--- src/rtl/uart_buf_pkg.sv ---
package uart_buf_pkg;
  localparam int CHAR_MAX = 9;

  typedef struct packed {
    logic                ferr;
    logic                perr;
    logic [CHAR_MAX-1:0] data;
  } rx_ent_t;

  // Clear bits at and above the selected length (clamped to 5..CHAR_MAX).
  function automatic logic [CHAR_MAX-1:0] char_mask(logic [CHAR_MAX-1:0] d,
                                                    logic [3:0] len);
    int n;
    logic [CHAR_MAX-1:0] m;
    n = int'(len);
    if (n < 5) n = 5;
    if (n > CHAR_MAX) n = CHAR_MAX;
    for (int i = 0; i < CHAR_MAX; i++) m[i] = (i < n);
    return d & m;
  endfunction
endpackage

--- src/rtl/uart_txbuf.sv ---
module uart_txbuf #(
  parameter int W = 9
) (
  input  logic         clk,
  input  logic         rst_n,
  input  logic         load,
  input  logic [W-1:0] load_data,
  input  logic         tx_en,
  input  logic         tx_ready,
  output logic         tx_valid,
  output logic [W-1:0] tx_data,
  output logic         full
);
  logic [W-1:0] hold_q;
  logic         full_q;
  logic         take;

  assign tx_valid = full_q && tx_en;
  assign take     = tx_valid && tx_ready;
  assign tx_data  = hold_q;
  assign full     = full_q;

  always_ff @(posedge clk or negedge rst_n) begin
    if (!rst_n) begin
      hold_q <= '0;
      full_q <= 1'b0;
    end else if (take) begin
      full_q <= 1'b0;
    end else if (load && !full_q) begin
      hold_q <= load_data;
      full_q <= 1'b1;
    end
  end

  // a write while holding a character leaves it untouched
  p_drop_when_full_r4: assert property (@(posedge clk) disable iff (!rst_n)
    (full_q && load && !take) |=> (full_q && $stable(hold_q)));

  // handoff empties the holding register
  p_handoff_empties_r5: assert property (@(posedge clk) disable iff (!rst_n)
    (tx_valid && tx_ready) |=> !full_q);
endmodule

--- src/rtl/uart_rxfifo.sv ---
module uart_rxfifo
  import uart_buf_pkg::*;
#(
  parameter int DEPTH = 2
) (
  input  logic    clk,
  input  logic    rst_n,
  input  logic    flush,
  input  logic    push,
  input  rx_ent_t push_ent,
  input  logic    pop,
  output rx_ent_t head,
  output logic    not_empty,
  output logic    ovf
);
  localparam int PW = (DEPTH > 1) ? $clog2(DEPTH) : 1;
  localparam int CW = $clog2(DEPTH + 1);
  localparam logic [CW-1:0] FULL_CNT = CW'(DEPTH);

  rx_ent_t       mem [DEPTH];
  logic [PW-1:0] wptr, rptr;
  logic [CW-1:0] count;
  logic          do_pop, do_push, drop;

  function automatic logic [PW-1:0] nxt(logic [PW-1:0] p);
    return (p == PW'(DEPTH - 1)) ? '0 : p + 1'b1;
  endfunction

  assign do_pop    = pop && (count != '0);
  assign do_push   = push && ((count != FULL_CNT) || do_pop);
  assign drop      = push && !do_push;
  assign not_empty = (count != '0);
  assign head      = not_empty ? mem[rptr] : '0;

  always_ff @(posedge clk or negedge rst_n) begin
    if (!rst_n) begin
      wptr  <= '0;
      rptr  <= '0;
      count <= '0;
      ovf   <= 1'b0;
    end else if (flush) begin
      wptr  <= '0;
      rptr  <= '0;
      count <= '0;
      ovf   <= 1'b0;
    end else begin
      if (do_push) wptr <= nxt(wptr);
      if (do_pop)  rptr <= nxt(rptr);
      if (do_push && !do_pop)      count <= count + 1'b1;
      else if (do_pop && !do_push) count <= count - 1'b1;
      if (drop)        ovf <= 1'b1;
      else if (do_pop) ovf <= 1'b0;
    end
  end

  generate
    for (genvar g = 0; g < DEPTH; g++) begin : g_slot
      always_ff @(posedge clk or negedge rst_n) begin
        if (!rst_n) mem[g] <= '0;
        else if (!flush && do_push && (wptr == PW'(g))) mem[g] <= push_ent;
      end
    end
  endgenerate

  // occupancy never exceeds the queue depth
  p_count_bound_r2: assert property (@(posedge clk) disable iff (!rst_n)
    count <= FULL_CNT);

  // a flush leaves the queue empty
  p_flush_empties_r7: assert property (@(posedge clk) disable iff (!rst_n)
    flush |=> !not_empty);

  // arrival into a full queue with no pop marks overflow
  p_overflow_mark_r9: assert property (@(posedge clk) disable iff (!rst_n)
    (!flush && push && count == FULL_CNT && !pop) |=> (ovf && count == FULL_CNT));
endmodule

--- src/rtl/uart_buf_top.sv ---
module uart_buf_top
  import uart_buf_pkg::*;
#(
  parameter int RX_DEPTH = 2
) (
  input  logic                clk,
  input  logic                rst_n,
  input  logic                tx_en,
  input  logic                rx_en,
  input  logic [3:0]          char_len,
  input  logic                wr_en,
  input  logic                rd_en,
  input  logic                addr,
  input  logic [7:0]          wdata,
  input  logic                tx_bit8,
  output logic [7:0]          rdata,
  output logic                tx_valid,
  input  logic                tx_ready,
  output logic [CHAR_MAX-1:0] tx_data,
  input  logic                tx_done,
  input  logic                txc_ack,
  input  logic                rx_valid,
  output logic                rx_ready,
  input  logic [CHAR_MAX-1:0] rx_data,
  input  logic                rx_ferr,
  input  logic                rx_perr
);
  logic    data_wr, stat_wr, data_rd;
  logic    txb_full, txc_q, rx_ne, rx_ovf, rx_flush;
  rx_ent_t in_ent, head;
  logic [7:0] status;

  assign data_wr  = wr_en && !addr;
  assign stat_wr  = wr_en && addr;
  assign data_rd  = rd_en && !addr;
  assign rx_ready = rx_en;
  assign rx_flush = !rx_en || (stat_wr && wdata[7]);

  assign in_ent.ferr = rx_ferr;
  assign in_ent.perr = rx_perr;
  assign in_ent.data = char_mask(rx_data, char_len);

  uart_txbuf #(.W(CHAR_MAX)) i_txbuf (
    .clk       (clk),
    .rst_n     (rst_n),
    .load      (data_wr),
    .load_data (char_mask({tx_bit8, wdata}, char_len)),
    .tx_en     (tx_en),
    .tx_ready  (tx_ready),
    .tx_valid  (tx_valid),
    .tx_data   (tx_data),
    .full      (txb_full)
  );

  uart_rxfifo #(.DEPTH(RX_DEPTH)) i_rxfifo (
    .clk       (clk),
    .rst_n     (rst_n),
    .flush     (rx_flush),
    .push      (rx_valid && rx_ready),
    .push_ent  (in_ent),
    .pop       (data_rd),
    .head      (head),
    .not_empty (rx_ne),
    .ovf       (rx_ovf)
  );

  always_ff @(posedge clk or negedge rst_n) begin
    if (!rst_n)                            txc_q <= 1'b0;
    else if (tx_done && !txb_full)         txc_q <= 1'b1;
    else if (txc_ack || (stat_wr && wdata[6])) txc_q <= 1'b0;
  end

  assign status = {rx_ne, txc_q, !txb_full, head.ferr, rx_ovf, head.perr,
                   1'b0, head.data[8]};
  assign rdata  = addr ? status : head.data[7:0];

  // finishing a frame with nothing held flags transmit-complete
  p_txc_set_r8: assert property (@(posedge clk) disable iff (!rst_n)
    (tx_done && !txb_full) |=> txc_q);

  // acknowledge without a new completion clears the flag
  p_txc_clear_r8: assert property (@(posedge clk) disable iff (!rst_n)
    (txc_ack && !tx_done) |=> !txc_q);

  // receive-complete drops one clock after the receiver is disabled
  p_rx_disable_r7: assert property (@(posedge clk) disable iff (!rst_n)
    !rx_en |=> !status[7]);
endmodule

--- config.mk ---
export PLATFORM = sky130hd
export DESIGN_NAME = uart_buf_top
export DESIGN_NICKNAME = d
export VERILOG_FILES = /design/src/rtl/uart_buf_pkg.sv /design/src/rtl/uart_txbuf.sv /design/src/rtl/uart_rxfifo.sv /design/src/rtl/uart_buf_top.sv
export SDC_FILE = /design/constraint.sdc
export NUM_CORES = 1
export LEC_CHECK = 0
export ABC_AREA = 1
export BUFFER_PORTS_ARGS = -buffer_cell sky130_fd_sc_hd__buf_2
export CAP_MARGIN = 40
export CORE_MARGIN = 3
export CORE_UTILIZATION = 57
export CTS_CLUSTER_SIZE = 12
export DETAILED_ROUTE_END_ITERATION = 12
export MAX_ROUTING_LAYER = met4
export PLACE_DENSITY = 0.87
export SYNTH_ARGS = -nofsm -noshare
export SYNTH_HDL_FRONTEND = slang
export SYNTH_SLANG_ARGS = --single-unit
--- constraint.sdc ---
create_clock -name clk -period 3.8 [get_ports clk]
set_clock_uncertainty 0.1 [all_clocks]
set_input_delay 0.76 -clock clk [delete_from_list [all_inputs] [get_ports clk]]
set_output_delay 0.76 -clock clk [all_outputs]
set_load 0.02 [all_outputs]
==> flow_metrics.py, run 1 <==
metrics = {
    "place": {
        "detailed_place_hpwl_um": 3471,
        "place.port_buffers": 53,
        "pre_cts_ws_ns": 1.377,
        "placed_area_um2": 2431,
        "routabilityCongestion": 0.8518,
    },
    "power_and_ir_drop": {
        "power_frac_seq_pct": 44.5,
        "pwr_per_cell_area_nw_per_um2": 518.2,
        "irDropWorstVdd_mv": 0.3474,
        "net-switching-power_w": 0.0004561,
        "power.internal_w": 0.0008509,
        "swShare_pct": 34.90,
        "post-layout-total-power_w": 0.001307,
        "leakage_nw": 1.393,
        "share_comb_of_total_power_pct": 33.8,
        "clock_power_share_pct": 21.7,
    },
    "floorplan": {
        "initial_cell_density_of_the_core_pct": 61.98,
        "rows": 21,
        "num_io_pins": 54,
        "core-area_um2": 3521,
        "design.die.area_um2": 4606,
        "die_height_um": 67.87,
        "die_x_um": 67.87,
    },
    "finish": {
        "finalNetCount": 353,
        "fin_area_um2": 2522,
        "share_of_final_layout_standard_cells_stronger_than_drive_strength_1_pct": 29.25,
        "diodes": 0,
        "num-fill-cells": 297,
        "flow.area_growth_from_synthesis_pct": 15.60,
    },
    "timing": {
        "final_max_slew_viol_count": 0,
        "finalWorstPathRequiredPeriod_ns": 2.610,
        "setup_tns_ns": 0,
        "timing.max_slew.rel_slack_pct": 53.86,
        "timing.final.hold_violations": 0,
        "rsz0062_at_grt": "false",
        "setup_slack_after_layout_ns": 1.190,
        "report.final.setup_viol": 0,
        "clock.fmax_mhz": 383.2,
        "actual_transition_at_the_worst_max_transition_pin_ns": 0.6921,
        "min_period_over_period_pct": 68.68,
    },
    "synth": {
        "yosys.area.top_type": "dfrtp_1",
        "synth_top_family_by_area": "simple AND/OR/NAND/NOR gates",
        "synth_area_per_cell_um2": 8.173,
        "synth_seq_cells": 38,
        "synth-adder-area-share_pct": 0.5734,
        "share_of_the_yosys_chip_area_belonging_to_registers_pct": 43.58,
        "synthesized_area_fraction_occupied_by_xor_and_xnor_cells_pct": 0.4014,
        "netlist_instances": 267,
        "synth.area.top_cells": "dfrtp_1 (44%), nand2_1 (16%), o21bai_2 (8.8%)",
        "synth-compound-area-share_pct": 17.55,
        "post-synth-top-area-fraction_pct": 43.58,
        "post_synth_and_or_nand_nor_area_fraction_pct": 26.38,
        "synth_warnings": 0,
        "mux_contribution_to_synthesized_area_pct": 0,
        "synth_fp_nets": 303,
        "synthDistinctLibCells": 30,
        "synth_area_um2": 2182,
    },
    "grt": {
        "grt_pass1_vias": 1786,
        "grt_max_degree": 39,
        "globalRoute.totalOverflow": 0,
        "antenna_violations_before_repair": 0,
        "grt_pass1_wl_um": 7803,
        "grtUsageTotal_pct": 23.50,
    },
    "routing": {
        "drt_drc_violations_left": 0,
        "detail_route.first_pass.iterations": 4,
        "drt-wirelength-per-cell_um": 12.94,
        "vias_per_cell": 5.140,
        "routed_vias": 1871,
        "drtAntennaViolNets": 0,
        "drt_first_iter_violations": 100,
        "route.final.wire_length_um": 4709,
    },
    "worst_setup_path": {
        "critical_path_cell_by_cell": "o21ai_0 > o21ai_0 > inv_1 > buf_2",
        "path_common_cell": "o21ai_0",
        "crit_buf_inv": 2,
        "path_delay_family": "flip-flops",
        "critPathMaxFanout": 24,
        "timing.critical_path.from_type": "flop",
        "slowest_stage": "dfrtp_1",
        "path_class": "flop to output port",
        "critical_path.endpoint_type": "output port",
        "critical_path_arrival_ns": 1.75,
        "worstPathRequired_ns": 2.94,
        "slowest_delay_ns": 0.79,
    },
    "clocking": {
        "htreeDepth": 2,
        "cts_post_setup_buffers_inserted": 0,
        "max-clock-path-buffers": 2,
        "cts_resized": 0,
        "clock-root-buffer": "clkbuf_8",
        "clk-insertion-delay-late_ns": 0.29,
        "numClockSinks": 38,
        "tritoncts": "built",
        "hold_buffers": 0,
        "clkTransAtPathRegs_ns": 0.07,
        "tritoncts.num_buffers": 5,
    },
    "min_path": {
        "worst_hold_path_type": "input pin to asynchronous set/reset pin",
    },
    "flow_run": {
        "drv_cap": 0,
    },
    "run_status": {
        "status": "finished clean",
    },
}
==> final cells by class <==
cell class | instances | area, um^2 | share of cell area (%)
flip-flops and latches | 38 | 950.9 | 37.70
repair buffers | 54 | 285.3 | 11.31
clock buffers | 7 | 86.33 | 3.423
well taps | 46 | 57.56 | 2.282
multi-input cells | 177 | 979.7 | 38.84
clock inverters | 1 | 5.005 | 0.1984
inverters | 41 | 157.7 | 6.250
==> worst reg2reg max path: cells and delay by family, from the launching register on <==
kind | cells | cell delay [ns]
AND/OR/NAND/NOR | 4 | 0.59
flip-flops | 1 | 0.42
adder cells (fa/ha/maj) | 1 | 0.31
buffers and inverters | 3 | 0.24
==> flip-flops by register name (all words and copies together) (netlist names) <==
name             count
i_rxfifo.ovf         1
i_rxfifo.rptr        1
txc_q                1
i_rxfifo.wptr        1
i_rxfifo.count       2
i_txbuf.full         1
i_txbuf.tx_data      9
i_rxfifo.mem        22
==> power groups by stage <==
stage | clock [W] | sequential, W | combinational (W)
after floorplan | 0 | 0.000602 | 0.000297
after global placement | 0 | 0.000580 | 0.000425
after detailed placement | 0 | 0.000586 | 0.000444
after CTS | 0.000290 | 0.000579 | 0.000446
after global routing | 0.000310 | 0.000593 | 0.000496
final | 0.000284 | 0.000581 | 0.000442
==> per-stage QoR <==
step,cells,util [%],hold WS [ns]
floorplan,267,-,0.3629
global placement,355,68.48,0.3585
detailed placement,356,69.05,0.3604
CTS,364,71.64,0.3333
global route,364,71.64,0.3344
finish,364,71.64,0.3279
==> Yosys cell counts, drive strengths merged <==
cell type / instances
o22ai: 4
buf: 11
a21boi: 1
nand2: 96
ha: 1
nand3b: 4
dfrtp: 38
nor2: 17
inv: 40
o21bai: 22
nand3: 7
clkinv: 1
o21ai: 13
xor2: 1
a31oi: 1
a21oi: 10
==> per-layer routing <==
| metal | global-route usage [%] | wire length, um | share of wire [%] | up-vias |
|---|---|---|---|---|
| met5 | - | 0 | 0 | - |
| met4 | 5.459 | 40 | 0.85 | 0 |
| met3 | 6.076 | 248 | 5.3 | 5 |
| met2 | 41.43 | 2469 | 52 | 44 |
| met1 | 26.80 | 1950 | 41 | 894 |
| li1 | - | - | - | 928 |
==> kinds of logic after synthesis <==
kind of cell	after synthesis
adders and majority gates	1
xor gates and xnor gates	1
and+or+nand+nor	124
DFF	38
AOI/OAI and AO/OA	51
buffers and inverters	52
==> worst paths after layout <==
path                                                   to                            from  slack (ns)  depth (start not counted)
min                          i_rxfifo.mem[13]$_DFFE_PN0P_                           rst_n        0.33                          2
min reg2reg                i_txbuf.tx_data[1]$_DFFE_PN0P_  i_txbuf.tx_data[1]$_DFFE_PN0P_        0.38                          2
max in group asynchronous     i_rxfifo.mem[6]$_DFFE_PN0P_                           rst_n        3.08                          2
max reg2reg                 i_rxfifo.count[1]$_DFFE_PN0P_   i_rxfifo.count[0]$_DFFE_PN0P_        2.04                          8
max                                              rdata[7]       i_rxfifo.rptr$_DFFE_PN0P_        1.19                          4
min in group clk           i_txbuf.tx_data[1]$_DFFE_PN0P_  i_txbuf.tx_data[1]$_DFFE_PN0P_        0.38                          2
==> cells in the final DEF, fill, tap and decap left out, drive strengths merged, types with 7 or more instances in the layout <==
cell	instances
o21bai	22
dfrtp	38
buf	54
nor2	17
nand3	7
inv	40
nand2	96
a21oi	10
o21ai	13
clkbuf	7
No activity file was read; power rests on OpenSTA's default activity.
==> inputs of run 2 (changes only) <==
ABC_AREA = 0   (was 1)
CORE_UTILIZATION = 51   (was 57)
PLACE_DENSITY = 0.81   (was 0.87)
clock period = 2.6 ns   (was 3.8 ns; I/O delays follow)
==> run 2 against run 1 <==
Compared with the run above:
- flip-flop and latch count did not move
- via count fell by 29%
- setup slack got worse by 1.0 ns
- global-route usage fell by 3.2 points
- total power rose by 18%
- core utilization fell by 4.9 points
- sequential power rose by 39%
- cell area fell by 15%
- synthesized cell count fell by 47%
- critical endpoint is now rdata[0]
- largest power group unchanged
==> flow_metrics.py, run 2 <==
metrics = {
    "clocking": {
        "numClockSinks": 38,
        "hold_buffers": 0,
        "max-clock-path-buffers": 2,
        "cts_post_setup_buffers_inserted": 0,
        "htreeDepth": 2,
        "tritoncts.num_buffers": 5,
        "clkTransAtPathRegs_ns": 0.12,
        "tritoncts": "built",
        "clock-root-buffer": "clkbuf_4",
        "clk-insertion-delay-late_ns": 0.34,
        "cts_resized": 0,
    },
    "synth": {
        "ys_async_sr_fraction_pct": 100.0,
        "synth.top_cells.by_count": "dfrtp_1 (38), mux2_2 (27), nand2_1 (12)",
        "synth.area.top_cells": "dfrtp_1 (53%), mux2_2 (17%), mux4_2 (3.7%)",
        "netlist_instances": 142,
        "post-synth-top-area-fraction_pct": 52.67,
        "synthDistinctLibCells": 31,
        "synth_area_per_cell_um2": 12.71,
        "yosys.area.top_type": "dfrtp_1",
        "synthMostInstantiatedCell": "dfrtp_1",
        "synthFlopType": "dfrtp_1",
        "number_of_flops_mapped_to_enable_cells_by_yosys": 0,
        "synth_area_um2": 1805,
        "synth_warnings": 0,
        "synth_fp_nets": 178,
        "synth_seq_cells": 38,
        "share_of_the_yosys_chip_area_belonging_to_registers_pct": 52.67,
    },
    "worst_setup_path": {
        "worstPathRequired_ns": 1.98,
        "crit_buf_inv": 1,
        "slowest_delay_ns": 0.61,
        "reg2reg_from": "i_rxfifo.count[1]$_DFFE_PN0P_",
        "timing.reg2reg.worst_path_depth": 4,
        "path_delay_family": "flip-flops",
        "r2r-end": "i_rxfifo.mem[17]$_DFFE_PN0P_",
        "timing.critical_path.from_type": "flop",
        "critical_path.endpoint_type": "output port",
        "reg2reg_setup_slack_ns": 0.58,
        "path_class": "flop to output port",
        "slowest_stage": "dfrtp_1",
        "critical_path_arrival_ns": 1.81,
        "critical_path_cell_by_cell": "mux4_2 > nor2b_1 > buf_2",
        "critPathMaxFanout": 7,
    },
    "routing": {
        "drt-wirelength-per-cell_um": 15.60,
        "vias_per_cell": 5.463,
        "drt_first_iter_violations": 79,
        "drt_drc_violations_left": 0,
        "drtAntennaViolNets": 0,
        "detail_route.first_pass.iterations": 4,
        "routed_vias": 1322,
        "route.final.wire_length_um": 3776,
    },
    "place": {
        "place.port_buffers": 53,
        "detailed_place_hpwl_um": 2919,
        "routabilityCongestion": 0.8306,
        "dp_cells": 234,
    },
    "timing": {
        "clock.fmax_mhz": 411.9,
        "timing.final.hold_violations": 0,
        "rsz0062_at_grt": "false",
        "finalWorstPathRequiredPeriod_ns": 2.428,
        "setup_tns_ns": 0,
        "actual_transition_at_the_worst_max_transition_pin_ns": 0.8190,
        "timing.max_slew.rel_slack_pct": 45.40,
        "report.final.setup_viol": 0,
        "final_max_slew_viol_count": 0,
        "min_period_over_period_pct": 93.39,
    },
    "power_and_ir_drop": {
        "pwr_per_cell_area_nw_per_um2": 721.1,
        "leakage_nw": 1.029,
        "post-layout-total-power_w": 0.001541,
        "irDropWorstVdd_mv": 0.5000,
    },
    "floorplan": {
        "rows": 20,
        "num_io_pins": 54,
        "die_height_um": 65.50,
        "design.die.area_um2": 4290,
        "initial_cell_density_of_the_core_pct": 56.37,
        "core-area_um2": 3203,
        "die_x_um": 65.50,
    },
    "finish": {
        "final-instance-count-excl-fill": 242,
        "flow.area_growth_from_synthesis_pct": 18.36,
        "diodes": 0,
        "largest_register_ff_count": 22,
        "num-fill-cells": 260,
        "final_cell_mix": "buf_2 (53), dfrtp_1 (38), mux2_2 (27)",
        "share_of_final_layout_standard_cells_stronger_than_drive_strength_1_pct": 48.48,
        "finalNetCount": 233,
        "mostFrequentLayoutCell": "buf_2",
        "finish.utilization_pct": 66.72,
        "largest-register": "i_rxfifo.mem",
    },
    "grt": {
        "antenna_violations_before_repair": 0,
        "grt_pass1_vias": 1383,
        "grt_pass1_wl_um": 6430,
        "grtUsageTotal_pct": 20.27,
        "globalRoute.totalOverflow": 0,
        "grt_max_degree": 39,
    },
    "min_path": {
        "worst_hold_path_type": "input pin to asynchronous set/reset pin",
    },
    "flow_run": {
        "drv_cap": 0,
    },
    "run_status": {
        "status": "finished clean",
    },
}
## run 2: cell types whose count changed after synthesis, sizes merged, moves of 9 or more
cell / change
o21bai: -22
nand2: -84
nor2: -9
inv: -37
mux2: +27
## run 2: worst max path at each step
stage / startpoint / end / slack (ns) / cells past startpoint
2_1_floorplan: addr / rdata[3] / 0.62 / 4
3_3_place_gp: addr / i_rxfifo.mem[14]$_DFFE_PN0P_ / 0.41 / 5
3_5_place_dp: addr / i_rxfifo.mem[17]$_DFFE_PN0P_ / 0.32 / 5
4_1_cts: i_rxfifo.rptr$_DFFE_PN0P_ / rdata[0] / 0.16 / 3
5_1_grt: i_rxfifo.rptr$_DFFE_PN0P_ / rdata[0] / 0.08 / 3
6_report: i_rxfifo.rptr$_DFFE_PN0P_ / rdata[0] / 0.17 / 3
## run 2: area by class of cell
class                           count  area, um^2  share of cell area, %
Inverter                            3       11.26                 0.5269
Timing Repair Buffer               54       272.8                  12.76
Clock inverter                      2       13.76                 0.6440
Multi-Input combinational cell     95       792.0                  37.06
Sequential cell                    38       950.9                  44.50
Clock buffer                        6       41.29                  1.932
Tap cell                           44       55.05                  2.576
## run 2: metrics by stage
step                      cell area, um^2  setup WS (ns)  hold slack [ns]
final                                2137         0.1719           0.1657
after global routing                 2137        0.07917           0.2104
after CTS                            2137         0.1602           0.1864
after detailed placement             2082         0.3199           0.3814
after global placement               2082         0.4054           0.3653
after floorplan                      1805         0.6208           0.1244
## run 2: cells by family (layout without fill, tap and decap cells)
logic type | Yosys count | after routing | share of synthesized area, %
AO/OA/AOI/OAI | 18 | 18 | 6.515
multiplexers | 35 | 35 | 23.35
buffers and inverters | 9 | 65 | 3.465
flip-flops | 38 | 38 | 52.67
XOR/XNOR | 4 | 4 | 1.941
adder cells (fa/ha/maj) | 1 | 1 | 0.6929
AND/OR/NAND/NOR | 37 | 37 | 11.36
## run 2: layer usage
metal / GRT usage [%] / routed length, um / vias up / part of all wire, %
met5: - / 0 / - / 0
met4: 6.477 / 32 / 0 / 0.85
met3: 3.761 / 155 / 4 / 4.1
met2: 35.15 / 2028 / 33 / 54
met1: 23.92 / 1560 / 670 / 41
li1: - / - / 615 / -
## run 2: worst register-to-register path, stage by stage (launching register included)
cell	delay, ns
dfrtp_1	0.43
nor2b_2	0.19
a21oi_4	0.20
nor3b_4	0.59
mux2_2	0.42
## run 2: report_power, final
part           switching [W]  internal [W]  total (W)  leakage, nW
sequential         0.0000816      0.000728   0.000810        0.482
combinational       0.000216      0.000215   0.000431        0.515
clock               0.000194      0.000106   0.000301       0.0322
